==> config.mk <==
export PLATFORM = sky130hd
export DESIGN_NAME = chan_irq_route_regs
export DESIGN_NICKNAME = d
export VERILOG_FILES = /design/src/rtl/cirq_pkg.sv /design/src/rtl/irq_gate_ch.sv /design/src/rtl/route_sel_reg.sv /design/src/rtl/dma_router.sv /design/src/rtl/chan_irq_route_regs.sv
export SDC_FILE = /design/constraint.sdc
export NUM_CORES = 1
export LEC_CHECK = 0
export CORE_UTILIZATION = 29
export CTS_CLUSTER_DIAMETER = 200
export CTS_CLUSTER_SIZE = 28
export DETAILED_ROUTE_END_ITERATION = 10
export DONT_BUFFER_PORTS = 1
export GPL_ROUTABILITY_DRIVEN = 0
export HOLD_SLACK_MARGIN = 0.05
export SLEW_MARGIN = 15
export SYNTH_ARGS = -nofsm -noshare
export SYNTH_HDL_FRONTEND = slang
export SYNTH_SLANG_ARGS = --single-unit
==> constraint.sdc <==
create_clock -name clk -period 2.15 [get_ports clk]
set_clock_uncertainty 0.1 [all_clocks]
set_input_delay 0.215 -clock clk [delete_from_list [all_inputs] [get_ports clk]]
set_output_delay 0.215 -clock clk [all_outputs]
set_load 0.005 [all_outputs]
==> src/rtl/cirq_pkg.sv <==
package cirq_pkg;

   // Byte offset of a channel's register group
   function automatic int unsigned chan_offset(input int unsigned base,
                                               input int unsigned stride,
                                               input int unsigned idx);
      return base + idx * stride;
   endfunction

   // Width of a channel select field for a channel count
   function automatic int unsigned sel_width(input int unsigned nch);
      return (nch < 2) ? 1 : $clog2(nch);
   endfunction

endpackage

==> src/rtl/irq_gate_ch.sv <==
module irq_gate_ch #(
   parameter int unsigned        ADDR_W    = 14,
   parameter int unsigned        DATA_W    = 8,
   parameter logic [ADDR_W-1:0]  GATE_ADDR = '0,
   parameter logic [ADDR_W-1:0]  STAT_ADDR = '1
) (
   input  logic              clk,
   input  logic              rst_n,
   input  logic [ADDR_W-1:0] addr,
   input  logic              rd,
   input  logic              wr,
   input  logic              raw_req,
   output logic              gated_req,
   output logic              hit_any,
   output logic [DATA_W-1:0] stat_rd
);

   logic gate_hit;
   logic stat_hit;
   logic en_q;

   assign gate_hit = (addr == GATE_ADDR);
   assign stat_hit = (addr == STAT_ADDR);
   assign hit_any  = gate_hit | stat_hit;

   // Access type alone drives the enable; write has priority
   always_ff @(posedge clk) begin
      if (!rst_n)              en_q <= 1'b0;
      else if (wr && gate_hit) en_q <= 1'b1;
      else if (rd && gate_hit) en_q <= 1'b0;
   end

   assign gated_req = raw_req & en_q;
   assign stat_rd   = stat_hit ? {{(DATA_W-1){1'b0}}, raw_req} : '0;


   en_set_chk: assert property (@(posedge clk) disable iff (!rst_n)
      (wr && gate_hit) |=> en_q);


   en_clr_chk: assert property (@(posedge clk) disable iff (!rst_n)
      (rd && !wr && gate_hit) |=> !en_q);


   en_hold_chk: assert property (@(posedge clk) disable iff (!rst_n)
      !((rd || wr) && gate_hit) |=> $stable(en_q));

endmodule

==> src/rtl/route_sel_reg.sv <==
module route_sel_reg #(
   parameter int unsigned        ADDR_W     = 14,
   parameter int unsigned        DATA_W     = 8,
   parameter logic [ADDR_W-1:0]  ROUTE_ADDR = '0,
   parameter int unsigned        SEL_W      = 1,
   parameter int unsigned        WIN_BIT    = 5
) (
   input  logic              clk,
   input  logic              rst_n,
   input  logic [ADDR_W-1:0] addr,
   input  logic              wr,
   input  logic [DATA_W-1:0] wdata,
   output logic              hit,
   output logic [SEL_W-1:0]  sel,
   output logic              win_en,
   output logic [DATA_W-1:0] rd_val
);

   localparam logic [DATA_W-1:0] SEL_MASK  = DATA_W'((1 << SEL_W) - 1);
   localparam logic [DATA_W-1:0] WIN_MASK  = DATA_W'(1) << WIN_BIT;
   localparam logic [DATA_W-1:0] KEEP_MASK = SEL_MASK | WIN_MASK;

   logic [DATA_W-1:0] reg_q;

   assign hit = (addr == ROUTE_ADDR);

   always_ff @(posedge clk) begin
      if (!rst_n)         reg_q <= '0;
      else if (wr && hit) reg_q <= wdata & KEEP_MASK;
   end

   assign sel    = reg_q[SEL_W-1:0];
   assign win_en = reg_q[WIN_BIT];
   assign rd_val = reg_q;


   route_load_chk: assert property (@(posedge clk) disable iff (!rst_n)
      (wr && hit) |=> (sel == $past(wdata[SEL_W-1:0]) && win_en == $past(wdata[WIN_BIT])));


   route_hold_chk: assert property (@(posedge clk) disable iff (!rst_n)
      !(wr && hit) |=> $stable(rd_val));

endmodule

==> src/rtl/dma_router.sv <==
module dma_router #(
   parameter int unsigned N_CH  = 2,
   parameter int unsigned SEL_W = 1
) (
   input  logic [SEL_W-1:0] sel,
   input  logic [N_CH-1:0]  ch_dreq,
   input  logic             dma_ack,
   output logic             dma_req,
   output logic [N_CH-1:0]  ch_dack
);

   logic [N_CH-1:0] sel_mask;

   for (genvar k = 0; k < N_CH; k++) begin : g_ch
      assign sel_mask[k] = (sel == SEL_W'(k));
      assign ch_dack[k]  = dma_ack & sel_mask[k];
   end

   assign dma_req = |(ch_dreq & sel_mask);

endmodule

==> src/rtl/chan_irq_route_regs.sv <==
module chan_irq_route_regs
   import cirq_pkg::*;
#(
   parameter int unsigned ADDR_W     = 14,
   parameter int unsigned DATA_W     = 8,
   parameter int unsigned N_CH       = 2,
   parameter int unsigned GATE_BASE  = 'h2200,
   parameter int unsigned CH_STRIDE  = 'h1000,
   parameter int unsigned STAT_OFS   = 'h0090,
   parameter int unsigned ROUTE_ADDR = 'h0000,
   parameter int unsigned WIN_BIT    = 5,
   localparam int unsigned SEL_W     = sel_width(N_CH)
) (
   input  logic              clk,
   input  logic              rst_n,
   input  logic [ADDR_W-1:0] bus_addr,
   input  logic              bus_rd,
   input  logic              bus_wr,
   input  logic [DATA_W-1:0] bus_wdata,
   output logic [DATA_W-1:0] bus_rdata,
   input  logic [N_CH-1:0]   chan_irq_raw,
   output logic              irq_out,
   input  logic [N_CH-1:0]   ch_dreq,
   output logic              dma_req,
   input  logic              dma_ack,
   output logic [N_CH-1:0]   ch_dack,
   output logic [SEL_W-1:0]  dma_sel,
   output logic              ext_win_en
);

   // Elaboration-time configuration checks
   if (N_CH < 2) begin : g_bad_nch
      $error("chan_irq_route_regs: N_CH must be at least 2");
   end
   if (DATA_W < 2 || WIN_BIT >= DATA_W || WIN_BIT < SEL_W) begin : g_bad_win
      $error("chan_irq_route_regs: WIN_BIT must lie above the select field and inside the data byte");
   end
   if (STAT_OFS == 0 || STAT_OFS >= CH_STRIDE) begin : g_bad_stat
      $error("chan_irq_route_regs: STAT_OFS must be nonzero and below CH_STRIDE");
   end
   if (chan_offset(GATE_BASE, CH_STRIDE, N_CH - 1) + STAT_OFS >= (1 << ADDR_W)) begin : g_bad_span
      $error("chan_irq_route_regs: channel groups exceed the address range");
   end

   logic [N_CH-1:0]             gated;
   logic [N_CH-1:0]             ch_hit;
   logic [N_CH-1:0][DATA_W-1:0] stat_rd;
   logic                        route_hit;
   logic [DATA_W-1:0]           route_val;
   logic [DATA_W-1:0]           stat_or;

   for (genvar k = 0; k < N_CH; k++) begin : g_gate
      localparam logic [ADDR_W-1:0] GA = ADDR_W'(chan_offset(GATE_BASE, CH_STRIDE, k));
      localparam logic [ADDR_W-1:0] SA = ADDR_W'(chan_offset(GATE_BASE, CH_STRIDE, k) + STAT_OFS);

      irq_gate_ch #(
         .ADDR_W    (ADDR_W),
         .DATA_W    (DATA_W),
         .GATE_ADDR (GA),
         .STAT_ADDR (SA)
      ) u_gate (
         .clk       (clk),
         .rst_n     (rst_n),
         .addr      (bus_addr),
         .rd        (bus_rd),
         .wr        (bus_wr),
         .raw_req   (chan_irq_raw[k]),
         .gated_req (gated[k]),
         .hit_any   (ch_hit[k]),
         .stat_rd   (stat_rd[k])
      );
   end

   route_sel_reg #(
      .ADDR_W     (ADDR_W),
      .DATA_W     (DATA_W),
      .ROUTE_ADDR (ADDR_W'(ROUTE_ADDR)),
      .SEL_W      (SEL_W),
      .WIN_BIT    (WIN_BIT)
   ) u_route (
      .clk    (clk),
      .rst_n  (rst_n),
      .addr   (bus_addr),
      .wr     (bus_wr),
      .wdata  (bus_wdata),
      .hit    (route_hit),
      .sel    (dma_sel),
      .win_en (ext_win_en),
      .rd_val (route_val)
   );

   dma_router #(
      .N_CH  (N_CH),
      .SEL_W (SEL_W)
   ) u_dma (
      .sel     (dma_sel),
      .ch_dreq (ch_dreq),
      .dma_ack (dma_ack),
      .dma_req (dma_req),
      .ch_dack (ch_dack)
   );

   assign irq_out = |gated;

   // Decodes are mutually exclusive, so the sources are simply OR-ed
   always_comb begin
      stat_or = '0;
      for (int k = 0; k < N_CH; k++) stat_or |= stat_rd[k];
   end

   assign bus_rdata = bus_rd ? (stat_or | (route_hit ? route_val : '0)) : '0;


   dack_onehot_chk: assert property (@(posedge clk) disable iff (!rst_n)
      $onehot0(ch_dack));


   decode_excl_chk: assert property (@(posedge clk) disable iff (!rst_n)
      $onehot0({ch_hit, route_hit}));


   idle_rdata_chk: assert property (@(posedge clk) disable iff (!rst_n)
      !bus_rd |-> (bus_rdata == '0));

endmodule

==> results of run 1 <==
## power breakdown
part / total [mW] / internal [mW] / switching [mW]
clock network: 0.0917 / 0.0623 / 0.0294
logic: 0.0250 / 0.0148 / 0.0101
registers: 0.0747 / 0.0747 / 0.00000245
total: 0.191 / 0.152 / 0.0396
## metal layers
metal / global-route usage / vias to the layer above
met1: 0.155 / 180
met2: 0.204 / 23
li1: - / 192
met5: 0 / -
met4: 0.0517 / 0
met3: 0.0983 / 0
## metrics by stage
stage | area (um2) | setup WS [ns]
floorplan | 415 | 0.245
global placement | 388 | 0.149
detailed placement | 388 | 0.138
CTS | 480 | 0.112
global route | 487 | 0.0555
finish | 487 | 0.159
## registers in the layout (all words and copies together), names as in the netlist
register and flops:
g_gate.u_gate.en_q 2, u_route.rd_val 2
## layout make-up
class                           instances  area (um2)
Fill cell                             122         699
Multi-Input combinational cell         40         289
Sequential cell                         4        80.1
Timing Repair Buffer                    7        70.1
Clock buffer                            3        22.5
Tap cell                               14        17.5
Inverter                                2        7.51
## how the worst max path moves through the flow
stage                      from                             end  slack, ns  cells past startpoint
floorplan           bus_addr[5]                    bus_rdata[5]       0.24                      3
global placement    bus_addr[5]                    bus_rdata[5]       0.15                      3
detailed placement  bus_addr[5]                    bus_rdata[5]       0.14                      3
CTS                 bus_addr[9]  u_route.rd_val[5]$_SDFFE_PN0P_       0.11                      4
global route        bus_addr[5]                    bus_rdata[5]       0.06                      3
finish              bus_addr[5]                    bus_rdata[5]       0.16                      3
## synthesized netlist by cell type, drive strengths merged
library cell and number:
a22o 1, and2 1, buf 6, conb 1
dfxtp 4, inv 2, mux2 1, mux2i 3
nand2 6, nand2b 1, nand4 1, nand4b 1
nor2 1, nor2b 1, nor4 3, nor4b 1
o32a 1, o32ai 2, or2 1, or3 1
or4 4, or4b 3, or4bb 1
## kinds of logic (layout without fill, tap and decap cells)
group | count (synthesis) | in the layout | share of synthesized area
mux | 4 | 4 | 0.104
other cells | 1 | 6 | 0.00945
buf+inv | 8 | 12 | 0.132
flops | 4 | 4 | 0.202
compound gates | 4 | 4 | 0.0915
simple gates | 26 | 26 | 0.461
## cells in the final DEF, fill, tap and decap left out
master         count
dlygate4sd3_1      7
nand2_1            6
conb_1             6
dfxtp_1            4
or4_4              3
mux2i_1            3
clkbuf_4           3
inv_1              2
or4b_2             2
nor4_1             2
o32ai_1            2
or4b_1             1
or4_1              1
nand4_1            1
o32a_1             1
nor2_1             1
nor4b_1            1
a22o_1             1
nor2b_1            1
and2_1             1
mux2_2             1
or4bb_1            1
nand2b_1           1
or2_2              1
or3_1              1
nand4b_1           1
nor4_2             1
## repair_timing
item / CTS / global route
gates resized for setup: 0 / 1
endpoints found under the hold margin: 4 / 0
setup endpoints to repair: 0 / 2
hold buffers: 7 / 0
==> impl_results.md, run 1 <==
* Total core area at 0.00119 mm2
* CP Capture Type: primary output
* RSZ-0062 raised after global routing: no
* Area grow syn2layout at 22.7%
* Largest net degree at the start of global routing at 7
* Worst Hold End: g_gate[0].u_gate.en_q$_SDFFE_PN0P_
* Share of cells above drive strength 1 at 0.196
* Final Hold Fails at 0
* Clock sink count at 4
* Htree depth at 1
* Minimum clock period at 1.99 ns
* Worst-path fanout max at 5
* Hold_ws at 0.0696 ns
* Post-CTS Repair Setup Buffers at 0
* P per Cell Area at 393 mW/mm2
* Leak Pwr at 0.159 nW
* Post-Syn Area per Cell at 8.44 um2
* CTS tree: built
* Hold Crit Depth at 2
* Final net count at 89
* Peak VDD IR at 0.324 mV
* Synth cell types at 25
* Synthesized area at 397 um2
* Tcrit/Tclk final at 0.926
* First-pass GRT wire length at 1370 um
* Ranking of synthesized cells by area: dfxtp_1 (20%), buf_4 (11%), or4_4 (8.5%), mux2i_1 (7.6%), nand2_1 (5.7%)
* Yosys Warn Count at 0
* CTS buffer count at 3
* FF-to-FF End: u_route.rd_val[0]$_SDFFE_PN0P_
* Met1 wire length at 378 um
* Detailed-route via count at 395
* CP max stage cell: or4_4
* Diode count at 0
* Worst reg2reg setup slack at 0.80 ns
* Initial drt markers at 7
* Die height at 39.0 um
* Worst Path Arrival at 1.68 ns
* Hold Path Class: in -> reg
* Crit path max-delay family: simple AND/OR/NAND/NOR gates
* Initial core utilization at 0.334
* Startpoint Class: input pin
* Final core utilization at 0.410
* Reg2reg start: u_route.rd_val[0]$_SDFFE_PN0P_
* Via/cell ratio at 5.64
* Total Routed Length at 866 um
* Cell accounting for the most synthesized area: dfxtp_1
* Worst-Skew Late Latency at 0.23 ns
* Initial antenna violation count at 0
* Final Max Tran Viols at 0
* Die Footprint at 0.00152 mm2
* Crit-path max cell delay at 0.56 ns
* Top Layer Used: met3
* R2r worst-path depth at 3
* Layout Cells excl Fill at 70
* Fmax at 0.502 GHz
* FP Rows at 12
* Buffers added on ports at 0
* Die X at 39.0 um
* Gr ovfl total at 0
* WS Path Type: in -> out
* Worst-path cell chain: or4_4 -> or4_4 -> nor4b_1
* Mapped Cells at 47
* Worst-path clk slew at 0.03 ns
* Max Cap Viol at 0
* Hold path start: rst_n
* First-pass iteration count of the detailed router at 3
* Sequential fraction of the synthesis area at 0.202
* Average wire per standard cell at 12.4 um
* Root Buffer: clkbuf_4
* Met3 WL post-DR at 104 um
* Placed cell count at 60
* Vias in the first global route at 356
* GRT Total Usage at 0.139
* # IOs at 45
* Status: completed
* Req. time, crit path at 1.84 ns
* Most frequent CP cell: or4_4
* Number of buffers and inverters on the critical path at 0
* Metal2 WL at 383 um
* Drt drc at 0
* Share of the synthesized area in the top cell type at 0.202
* Routed Antenna Nets at 0
* Setup TNS at 0 ns
* Final setup fails at 0
* Overall Power at 0.191 mW
* CTS Buffer Depth at 2
* Flops & latches, synth at 4
(Power assumes the default switching activity.)
==> inputs of run 2 (changes only) <==
Settings changed: CELL_PAD_IN_SITES_DETAIL_PLACEMENT set to 0, CELL_PAD_IN_SITES_GLOBAL_PLACEMENT set to 2, CORE_MARGIN set to 10, CORE_UTILIZATION 29 to 25, PLACE_DENSITY set to 0.8.
==> impl_results.md, run 2 (synthesized netlist as in run 1, its figures left out) <==
* GRT Total Usage at 0.0709
* Gr ovfl total at 0
* Final Max Tran Viols at 0
* Drt drc at 0
* Die height at 59.8 um
* Commonest non-fill, non-tap cells in the layout: dlygate4sd3_1 (7), nand2_1 (6), conb_1 (6)
* Worst Path Arrival at 1.70 ns
* Final setup fails at 0
* Initial drt markers at 6
* Worst Hold End: g_gate[1].u_gate.en_q$_SDFFE_PN0P_
* Fin area at 504 um2
* Setup TNS at 0 ns
* Worst reg2reg setup slack at 0.84 ns
* Final core utilization at 0.335
* FP Rows at 14
* Vias in the first global route at 452
* Initial antenna violation count at 0
* WS Path Type: in -> out
* Buffers added on ports at 0
* Fmax at 0.496 GHz
* First-pass iteration count of the detailed router at 2
* Clock sink count at 4
* Via/cell ratio at 5.31
* Final Hold Fails at 0
* Commonest non-fill, non-tap cell in the layout: dlygate4sd3_1
* # IOs at 45
* Clock share of power at 0.483
* Worst-path clk slew at 0.04 ns
* Minimum clock period at 2.02 ns
* Diode count at 0
* Area grow syn2layout at 27.1%
* CP Launch Point: bus_addr[5]
* CTS buffer count at 3
* Initial core utilization at 0.263
* Leak Pwr at 0.170 nW
* Comb pwr share at 0.132
* FF-to-FF End: u_route.rd_val[0]$_SDFFE_PN0P_
* Htree depth at 1
* Reg2reg start: u_route.rd_val[0]$_SDFFE_PN0P_
* Routed Antenna Nets at 0
* Tcrit/Tclk final at 0.938
* RSZ-0062 raised after global routing: no
* Sequential share of power at 0.385
* Final net count at 91
* Internal power at 0.152 mW
* FILL cells at 158
* Root Buffer: clkbuf_4
* Hold Path Class: in -> reg
* Worst-Skew Late Latency at 0.23 ns
* Placed cell areas at 405 um2
* Post-DP HPWL at 1080 um
* Average wire per standard cell at 17.3 um
* Largest net degree at the start of global routing at 7
* Max Cap Viol at 0
* Hold path start: rst_n
* Sw Ratio at 0.215
* Die X at 59.8 um
* Die Footprint at 0.00358 mm2
* CTS tree: built
* NetSw at 0.0417 mW
* CTS Buffer Depth at 2
* Share of cells above drive strength 1 at 0.224
* P per Cell Area at 384 mW/mm2
* First-pass GRT wire length at 1930 um
* Status: completed
* CP Capture Type: primary output
* Hold Crit Depth at 2
* Detailed-route via count at 393
* Worst-path fanout max at 5
* Total core area at 0.00151 mm2
* Peak VDD IR at 0.118 mV
* Req. time, crit path at 1.84 ns
* Startpoint Class: input pin
* Total Routed Length at 1280 um
* R2r worst-path depth at 3
run 2: power by group through the flow:
stage               Sequential, mW  Clock (mW)  Combinational, mW
global route                0.0745       0.100             0.0284
finish                      0.0746      0.0935             0.0255
detailed placement          0.0758           0             0.0174
CTS                         0.0746      0.0993             0.0250
global placement            0.0758           0             0.0173
floorplan                   0.0758           0             0.0233
run 2: critical path, stage by stage:
cell	delay [ns]
or4_4	0.56
or4_4	0.51
nor4b_2	0.27
buf_4	0.15
run 2: repair_timing:
item,CTS,global route
setup endpoints to repair,0,1
buffers inserted,0,0
hold endpoints to repair,4,0
hold buffers,7,0
resized for setup,0,1
run 2: worst max-delay path by stage:
stage | slack, ns | cells past startpoint | to
floorplan | 0.24 | 3 | bus_rdata[5]
global placement | 0.09 | 4 | bus_rdata[5]
detailed placement | 0.07 | 4 | bus_rdata[5]
CTS | 0.05 | 4 | bus_rdata[5]
global route | 0.06 | 4 | bus_rdata[5]
finish | 0.13 | 4 | bus_rdata[5]
run 2: layout make-up:
type,count,area (um2),share of cell area
multi-input cells,40,289,0.573
inverters,2,7.51,0.0149
repair buffers,9,85.1,0.169
well taps,16,20.0,0.0397
flip-flops and latches,4,80.1,0.159
clock buffers,3,22.5,0.0447
run 2: per-layer routing:
layer / up-vias / global-route usage / wire length (um) / part of all wire
li1: 192 / - / - / -
met1: 180 / 0.0606 / 420 / 0.33
met2: 21 / 0.116 / 665 / 0.52
met3: 0 / 0.0424 / 195 / 0.15
met4: 0 / 0.0577 / 0 / 0
met5: - / 0 / 0 / 0
run 2: per-stage QoR:
step                std cells  hold WS (ns)  power (mW)  setup slack (ns)
finish                     74        0.0650       0.194             0.133
global route               74        0.0766       0.203            0.0631
CTS                        74        0.0571       0.199            0.0540
detailed placement         64         0.266      0.0932            0.0691
global placement           64         0.260      0.0930            0.0872
floorplan                  52         0.257      0.0991             0.245
==> inputs of run 3 (changes only) <==
Settings changed: CORE_ASPECT_RATIO set to 1.2, GPL_TIMING_DRIVEN set to 0.
==> impl_results.md, run 3 (synthesized netlist as in run 1, its figures left out) <==
* Buffers added on ports at 0
* Post-CTS Resized at 0
* CP Capture Type: register
* Total Routed Length at 1250 um
* GRT Total Usage at 0.0699
* Commonest non-fill, non-tap cells in the layout: dlygate4sd3_1 (7), nand2_1 (6), buf_4 (6), conb_1 (6), dfxtp_1 (4)
* Status: completed
* # IOs at 45
* Fmax at 0.489 GHz
* Final setup fails at 0
* Initial drt markers at 4
* Worst-path clk slew at 0.04 ns
* R2r worst-path depth at 3
* Overall Power at 0.200 mW
* Worst Hold End: g_gate[1].u_gate.en_q$_SDFFE_PN0P_
* Die Footprint at 0.00359 mm2
* Worst Path Arrival at 2.12 ns
* Setup TNS at 0 ns
* Worst slew margin at 0.631
* Detailed-route via count at 402
* FP Rows at 15
* Htree depth at 1
* Drt drc at 0
* FF-to-FF End: u_route.rd_val[0]$_SDFFE_PN0P_
* Vias in the first global route at 456
* Hold-fix buffers at CTS at 7
* Root Buffer: clkbuf_4
* Final Max Tran Viols at 0
* Hold Crit Depth at 2
* P per Cell Area at 377 mW/mm2
* Minimum clock period at 2.04 ns
* Leak Pwr at 0.192 nW
* Req. time, crit path at 2.23 ns
* Average wire per standard cell at 15.8 um
* Initial antenna violation count at 0
* FILL cells at 168
* Commonest non-fill, non-tap cell in the layout: dlygate4sd3_1
* First-pass iteration count of the detailed router at 2
* Tcrit/Tclk final at 0.951
* Slew @ Worst Pin at 0.549 ns
* Hold path start: rst_n
* CTS buffer count at 3
* Routed Antenna Nets at 0
* Worst-path fanout max at 4
* Largest net degree at the start of global routing at 7
* Clock sink count at 4
* Worst reg2reg setup slack at 0.80 ns
* Startpoint Class: input pin
* Fin area at 529 um2
* WS Path Type: in -> reg
* RSZ-0062 raised after global routing: no
* Hold Path Class: in -> reg
* Post-CTS Repair Setup Buffers at 0
* Final Hold Fails at 0
* Diode count at 0
* Final net count at 95
* Die height at 63.6 um
* Die X at 56.4 um
* Area grow syn2layout at 33.4%
* Initial core utilization at 0.271
* Max Cap Viol at 0
* First-pass GRT wire length at 1990 um
* CP Launch Point: bus_addr[9]
* CTS tree: built
* Reg2reg start: u_route.rd_val[0]$_SDFFE_PN0P_
* Share of cells above drive strength 1 at 0.258
* Worst-Skew Late Latency at 0.23 ns
* Peak VDD IR at 0.233 mV
* Gr ovfl total at 0
* Via/cell ratio at 5.09
* Placed cell areas at 437 um2
* Total core area at 0.00146 mm2
* CTS Buffer Depth at 2
==> run 3: cell count changes in the layout (fill, tap and decap cells not counted), sizes merged <==
cell  previous run  this run
buf              2         6
==> run 3: per-stage QoR <==
stage,hold slack [ns],util,instances,setup slack [ns]
after floorplan,0.257,-,52,0.245
after global placement,0.261,0.298,69,0.0809
after detailed placement,0.267,0.298,69,0.0759
after CTS,0.0722,0.362,79,0.0815
after global routing,0.0585,0.362,79,0.0484
final,0.0767,0.362,79,0.105
==> run 3: worst max-delay path by stage <==
stage | end | slack, ns | cells past startpoint
after floorplan | bus_rdata[5] | 0.24 | 3
after global placement | bus_rdata[5] | 0.08 | 3
after detailed placement | bus_rdata[5] | 0.08 | 3
after CTS | bus_rdata[5] | 0.08 | 3
after global routing | u_route.rd_val[0]$_SDFFE_PN0P_ | 0.05 | 4
final | u_route.rd_val[0]$_SDFFE_PN0P_ | 0.11 | 4
==> run 3: where the power goes <==
group / leakage (nW) / internal [mW] / switching, mW / total [mW]
sequential: 0.0322 / 0.0747 / 0.00000252 / 0.0747
clock: 0.0138 / 0.0623 / 0.0295 / 0.0918
combinational: 0.146 / 0.0216 / 0.0116 / 0.0332
total: 0.192 / 0.159 / 0.0411 / 0.200
==> run 3: area by class of cell <==
type | count | area, um2 | area share
multi-input cells | 40 | 283 | 0.534
flip-flops and latches | 4 | 80.1 | 0.151
repair buffers | 7 | 70.1 | 0.132
plain buffers | 6 | 45.0 | 0.0851
clock buffers | 3 | 22.5 | 0.0426
well taps | 17 | 21.3 | 0.0402
inverters | 2 | 7.51 | 0.0142
==> run 3: critical path, stage by stage <==
cell	delay, ns
or4_1	0.58
nor4_1	0.54
mux2i_1	0.24
dlygate4sd3_1	0.55
==> run 3: per-layer routing <==
metal	up-vias	wire length [um]	track usage
met5	-	0	0
li1	203	-	-
met1	181	416	0.0577
met4	0	0	0.0271
met3	0	157	0.0621
met2	18	679	0.117
